[config.mk]
export PLATFORM = sky130hd
export DESIGN_NAME = lowtog_prpg
export DESIGN_NICKNAME = d
export VERILOG_FILES = /design/src/rtl/lowtog_prpg.sv
export SDC_FILE = /design/constraint.sdc
export NUM_CORES = 1
export LEC_CHECK = 0
export BUFFER_PORTS_ARGS = -buffer_cell sky130_fd_sc_hd__buf_2
export CAP_MARGIN = 25
export CORE_MARGIN = 2
export CORE_UTILIZATION = 40
export CTS_CLUSTER_SIZE = 24
export DETAILED_ROUTE_END_ITERATION = 8
export GPL_ROUTABILITY_DRIVEN = 0
export GPL_TIMING_DRIVEN = 0
export PLACE_DENSITY = 0.63
export SLEW_MARGIN = 30
export SYNTH_ARGS = -nofsm -noshare
export SYNTH_HDL_FRONTEND = slang
export SYNTH_SLANG_ARGS = --single-unit
[constraint.sdc]
create_clock -name clk -period 2.6 [get_ports clk]
set_input_delay 0.26 -clock clk [delete_from_list [all_inputs] [get_ports clk]]
set_output_delay 0.26 -clock clk [all_outputs]
set_load 0.05 [all_outputs]
[src/rtl/lowtog_prpg.sv]
module lowtog_prpg #(
  parameter int NLATCH = 8,
  parameter int NCHAIN = 16,
  parameter int PER_W  = 4
) (
  input  logic              clk,
  input  logic              rst,
  input  logic              seed_load,
  input  logic [31:0]       seed,
  input  logic              pat_start,
  input  logic              capture,
  input  logic [1:0]        weight,
  input  logic [PER_W-1:0]  hold_len,
  input  logic [PER_W-1:0]  tog_len,
  output logic [NCHAIN-1:0] scan_out
);
  localparam int GW     = 32;
  localparam int STRIDE = GW / NLATCH;

  logic [GW-1:0]     gen;
  logic [NLATCH-1:0] lat, mask, stage, en;
  logic [PER_W-1:0]  hold_sh, tog_sh, cnt, cur_len, oth_len;
  logic              tphase, wbit, term, t_in, advance, start_ok, start_ph;

  assign advance  = ~seed_load & ~pat_start & ~capture;
  assign start_ok = pat_start & ~capture & ~seed_load;
  assign start_ph = ~((tog_len == '0) && (hold_len != '0));

  always_comb begin
    case (weight)
      2'd0:    wbit = &gen[GW-1:GW-4];
      2'd1:    wbit = &gen[GW-1:GW-3];
      2'd2:    wbit = &gen[GW-1:GW-2];
      default: wbit = gen[GW-1];
    endcase
  end

  always_ff @(posedge clk) begin
    if (rst)
      gen <= {{(GW-1){1'b0}}, 1'b1};
    else if (seed_load)
      gen <= (seed == '0) ? {{(GW-1){1'b0}}, 1'b1} : seed;
    else if (advance)
      gen <= {gen[GW-2:0], gen[31] ^ gen[21] ^ gen[1] ^ gen[0]};
  end

  always_ff @(posedge clk) begin
    if (rst) begin
      stage <= '0;
      mask  <= '0;
    end else if (start_ok) begin
      mask <= stage;
    end else if (advance) begin
      stage <= {stage[NLATCH-2:0], wbit};
    end
  end

  assign en = mask & {NLATCH{tphase & advance}};

  genvar i;
  generate
    for (i = 0; i < NLATCH; i++) begin : g_lat
      always_ff @(posedge clk) begin
        if (rst)
          lat[i] <= 1'b0;
        else if (en[i])
          lat[i] <= gen[i*STRIDE];
      end
    end
  endgenerate

  assign cur_len = tphase ? tog_sh : hold_sh;
  assign oth_len = tphase ? hold_sh : tog_sh;
  assign term    = advance && (cur_len != '0) && (cnt == cur_len - 1'b1);
  assign t_in    = term && (oth_len != '0);

  always_ff @(posedge clk) begin
    if (rst) begin
      tphase  <= 1'b0;
      cnt     <= '0;
      hold_sh <= '0;
      tog_sh  <= '0;
    end else if (start_ok) begin
      hold_sh <= hold_len;
      tog_sh  <= tog_len;
      cnt     <= '0;
      tphase  <= start_ph;
    end else if (advance && cur_len != '0) begin
      cnt <= term ? '0 : cnt + 1'b1;
      if (t_in) tphase <= ~tphase;
    end
  end

  genvar j;
  generate
    for (j = 0; j < NCHAIN; j++) begin : g_ps
      localparam int A = j % NLATCH;
      localparam int B = (j + 1 + j / NLATCH) % NLATCH;
      localparam int C = (j + 3 + 2 * (j / NLATCH)) % NLATCH;
      assign scan_out[j] = lat[A] ^ lat[B] ^ lat[C];
    end
  endgenerate

  AST_GEN_NONZERO: assert property (@(posedge clk) disable iff (rst) gen != '0);
  AST_CAPTURE_FREEZE: assert property (@(posedge clk) disable iff (rst)
    (capture && !seed_load) |=> ($stable(gen) && $stable(lat) && $stable(mask) && $stable(tphase)));
  AST_HOLD_FREEZE: assert property (@(posedge clk) disable iff (rst)
    (!tphase) |=> $stable(lat));
  AST_MASK_HOLDS: assert property (@(posedge clk) disable iff (rst)
    1'b1 |=> (((lat ^ $past(lat)) & ~$past(mask)) == '0));
  AST_CNT_BOUND: assert property (@(posedge clk) disable iff (rst)
    (cur_len != '0) |-> (cnt < cur_len));
  AST_SHADOW_STABLE: assert property (@(posedge clk) disable iff (rst)
    (!start_ok) |=> ($stable(hold_sh) && $stable(tog_sh)));
  AST_START_NO_SHIFT: assert property (@(posedge clk) disable iff (rst)
    start_ok |=> ($stable(gen) && $stable(lat)));
endmodule

==> reports/metrics.csv <==
stage,metric,value,unit
timing,setup_tns,0,ns
power_and_ir_drop,p_per_area,553.1,mW/mm^2
floorplan,pin_count,63,
timing,final.period_utilization,86.57,%
detailed_routing,drcViolationCount,0,
timing,clock_skew,0.004679,ns
grt,grtUsageMet1,24.82,%
grt,grt_max_degree,11,
cts,clockBufferDepth,2,
floorplan,coreArea,0.008175,sq mm
grt,grt_overflow,0,
timing,fin_crit,2.251,ns
cts,cts_resized,0,
synth,syn_nets,445,
floorplan,dieArea,0.009102,sq mm
timing,fmax,0.4443,GHz
grt,antenna_found_initial,0,
grt,busiest_layer,met2,
worst_setup_path,cp-end-kind,flip-flop,
final_layout,nets,517,
final_layout,drive_gt1_share,25.05,%
cts,cts_buffers,9,
worst_setup_path,cp.arrival,2.48,ns
worst_setup_path,max_stage_delay,0.53,ns
synth,yosys.area.top_type_share,41.33,%
placed_design,io_buffers,61,
synth,synth.most_common_cell,dfxtp_1,
detailed_routing,final_antenna_net_count,0,
synth,syn_area,0.003342,sq mm
grt,track_usage,18.51,%
final_layout,num_antenna_cells,0,
synth,synth_cell_types,41,
timing,max_slew_margin,64.75,%
cts,cts_tree,yes,
final_layout,postLayoutCellArea,0.003963,sq mm
timing,drv_slew,0,
timing,rsz0062_at_grt,false,
placed_design,placed_area,0.003779,sq mm
detailed_routing,vias,2977,
power_and_ir_drop,leakagePower,1.586,nW
synth,synthCells,396,
cts,cts_hold_buf,0,
run,max-cap-violations,0,
timing,hold_violations,0,
cts,clock_latency,0.33,ns
synth,synth_top_area_cell,dfxtp_1,
synth,yosysWarningCount,0,
timing,worstMarginPinSlew,0.5288,ns
power_and_ir_drop,max-vdd-ir-drop,233.5,uV
floorplan,initial_core_util,40.88,%
floorplan,die_h,95.41,um
worst_setup_path,path_max_fanout,10,
cts,cts_sinks,69,
synth,ys_ff_latch,69,
detailed_routing,wl_per_cell,13.73,um
cts,root_buffer,clkbuf_8,
worst_setup_path,crit_path_start_kind,flip-flop,
synth,yosys-top-cells-count,"dfxtp_1 (69), nand2_1 (68), a21oi_1 (63)",
worst_setup_path,path_class,flip-flop to flip-flop,
worst_setup_path,crit_required,2.83,ns
grt,grt_pass1_wl,13060,um
cts,cts_setup_buffers,0,
synth,ys.flop_type,dfxtp_1,
detailed_routing,initialDrtViolationCount,112,
synth,async_flop_share,0,%
synth,synth_area_leaders,"dfxtp_1 (41%), o221a_2 (10%), a21oi_1 (9.4%), xnor2_1 (8.1%), nand2_1 (7.6%)",
cts,cts_htree_levels,3,
grt,use_met3,3.794,%
timing,setup_viol,0,
detailed_routing,routed_wl,7909,um
detailed_routing,viasPerCell,5.168,
placed_design,place_hpwl,6027,um
floorplan,die-width,95.41,um
worst_setup_path,path_cells,buf_6 > mux2i_4 > nand2_1 > or4_4 > a311oi_4 > nand3_2 > o211a_1,
outcome,outcome,finished clean,
synth,ys_seq_area_share,41.33,%
cts,clkTransAtPathRegs,0.07,ns
detailed_routing,dr.pass1.iters,4,
grt,grt_pass1_vias,2811,
floorplan,num_rows,33,
worst_setup_path,cp_slowest_cell,or4_4,
grt,grt.met2_usage,29.11,%
synth,synth_edf_count,0,
min_path,hold_class,primary input to flip-flop,
final_layout,area_growth,18.57,%
synth,avgSynthCellArea,8.439,sq um
==> layout by cell type (no fill, tap or decap), types with 2 or more instances in the layout <==
cell and instances:
dfxtp_1 69, nand2_1 68, buf_2 63, a21oi_1 63, xnor2_1 31, inv_1 31
o221a_2 31, clkbuf_1 25, clkbuf_8 13, nand3_1 12, nor4_1 11, nor2_1 6
mux2i_1 4, buf_1 3, nor3_1 3, o21ai_1 3, nand4_1 3, or4_1 3
buf_6 2, o2111ai_1 2, nor3b_1 2, ha_1 2
==> metal layers <==
layer	vias to the layer above	share of wire (%)
met1	1370	49
met5	-	0
met2	62	45
met4	0	1.6
met3	13	4.4
li1	1532	-
==> critical path: cells and delay by family, from the launching register on <==
family	cells	cell delay, ns
muxes	1	0.27
AOI/OAI and AO/OA	2	0.64
buffers and inverters	1	0.16
DFF	1	0.36
and+or+nand+nor	3	0.71
==> path summary, 6_finish.rpt <==
| kind | startpoint | endpoint | slack (ns) | cells after the start |
|---|---|---|---|---|
| worst min register to register | stage[3]$_SDFFE_PP0P_ | stage[4]$_SDFFE_PP0P_ | 0.47 | 2 |
| worst max register to register | tphase$_SDFFE_PP0P_ | tphase$_SDFFE_PP0P_ | 0.35 | 7 |
| worst max-delay path | tphase$_SDFFE_PP0P_ | tphase$_SDFFE_PP0P_ | 0.35 | 7 |
| worst min-delay path | tog_len[0] | tog_sh[0]$_SDFFE_PP0P_ | 0.18 | 3 |
==> sequential cells by signal, summed over array words and instances, names as in the netlist <==
| register | count |
|---|---|
| cnt | 4 |
| hold_sh | 4 |
| lat | 8 |
| gen | 32 |
| tog_sh | 4 |
| mask | 8 |
| stage | 8 |
| tphase | 1 |
==> area by class of cell <==
type / count / area (sq um)
timing repair buffer: 61 / 305.3
clock inverter: 1 / 5.005
sequential: 69 / 1381
tap: 105 / 131.4
clock buffer: 13 / 178.9
fill: 825 / 4213
inverter: 31 / 116.4
multi-input combinational: 264 / 1707
buffer: 32 / 137.6
==> power by group <==
group          switching [mW]  total [mW]  internal, mW
Combinational           0.123       0.231         0.108
Sequential             0.0386        1.14          1.10
Clock                   0.381       0.820         0.439
==> metrics by stage <==
step	utilization (%)	power [mW]	hold WS (ns)	setup slack (ns)	instances
final	48.47	2.192	0.1774	0.3491	576
after CTS	48.47	2.208	0.1668	0.3416	576
after detailed placement	46.22	1.395	0.4584	0.3552	562
after global placement	46.22	1.390	0.4502	0.3925	562
after floorplan	-	1.303	0.3960	0.5030	396
after global routing	48.47	2.280	0.1711	0.2494	576
==> cells by family after synthesis <==
| logic type | synth area share, % |
|---|---|
| fa+ha+maj | 0.7487 |
| flops | 41.33 |
| mux | 1.872 |
| buf+inv | 7.600 |
| xor+xnor | 8.386 |
| compound gates | 23.21 |
| simple gates | 16.85 |
Power figures use the tool's default switching activity.
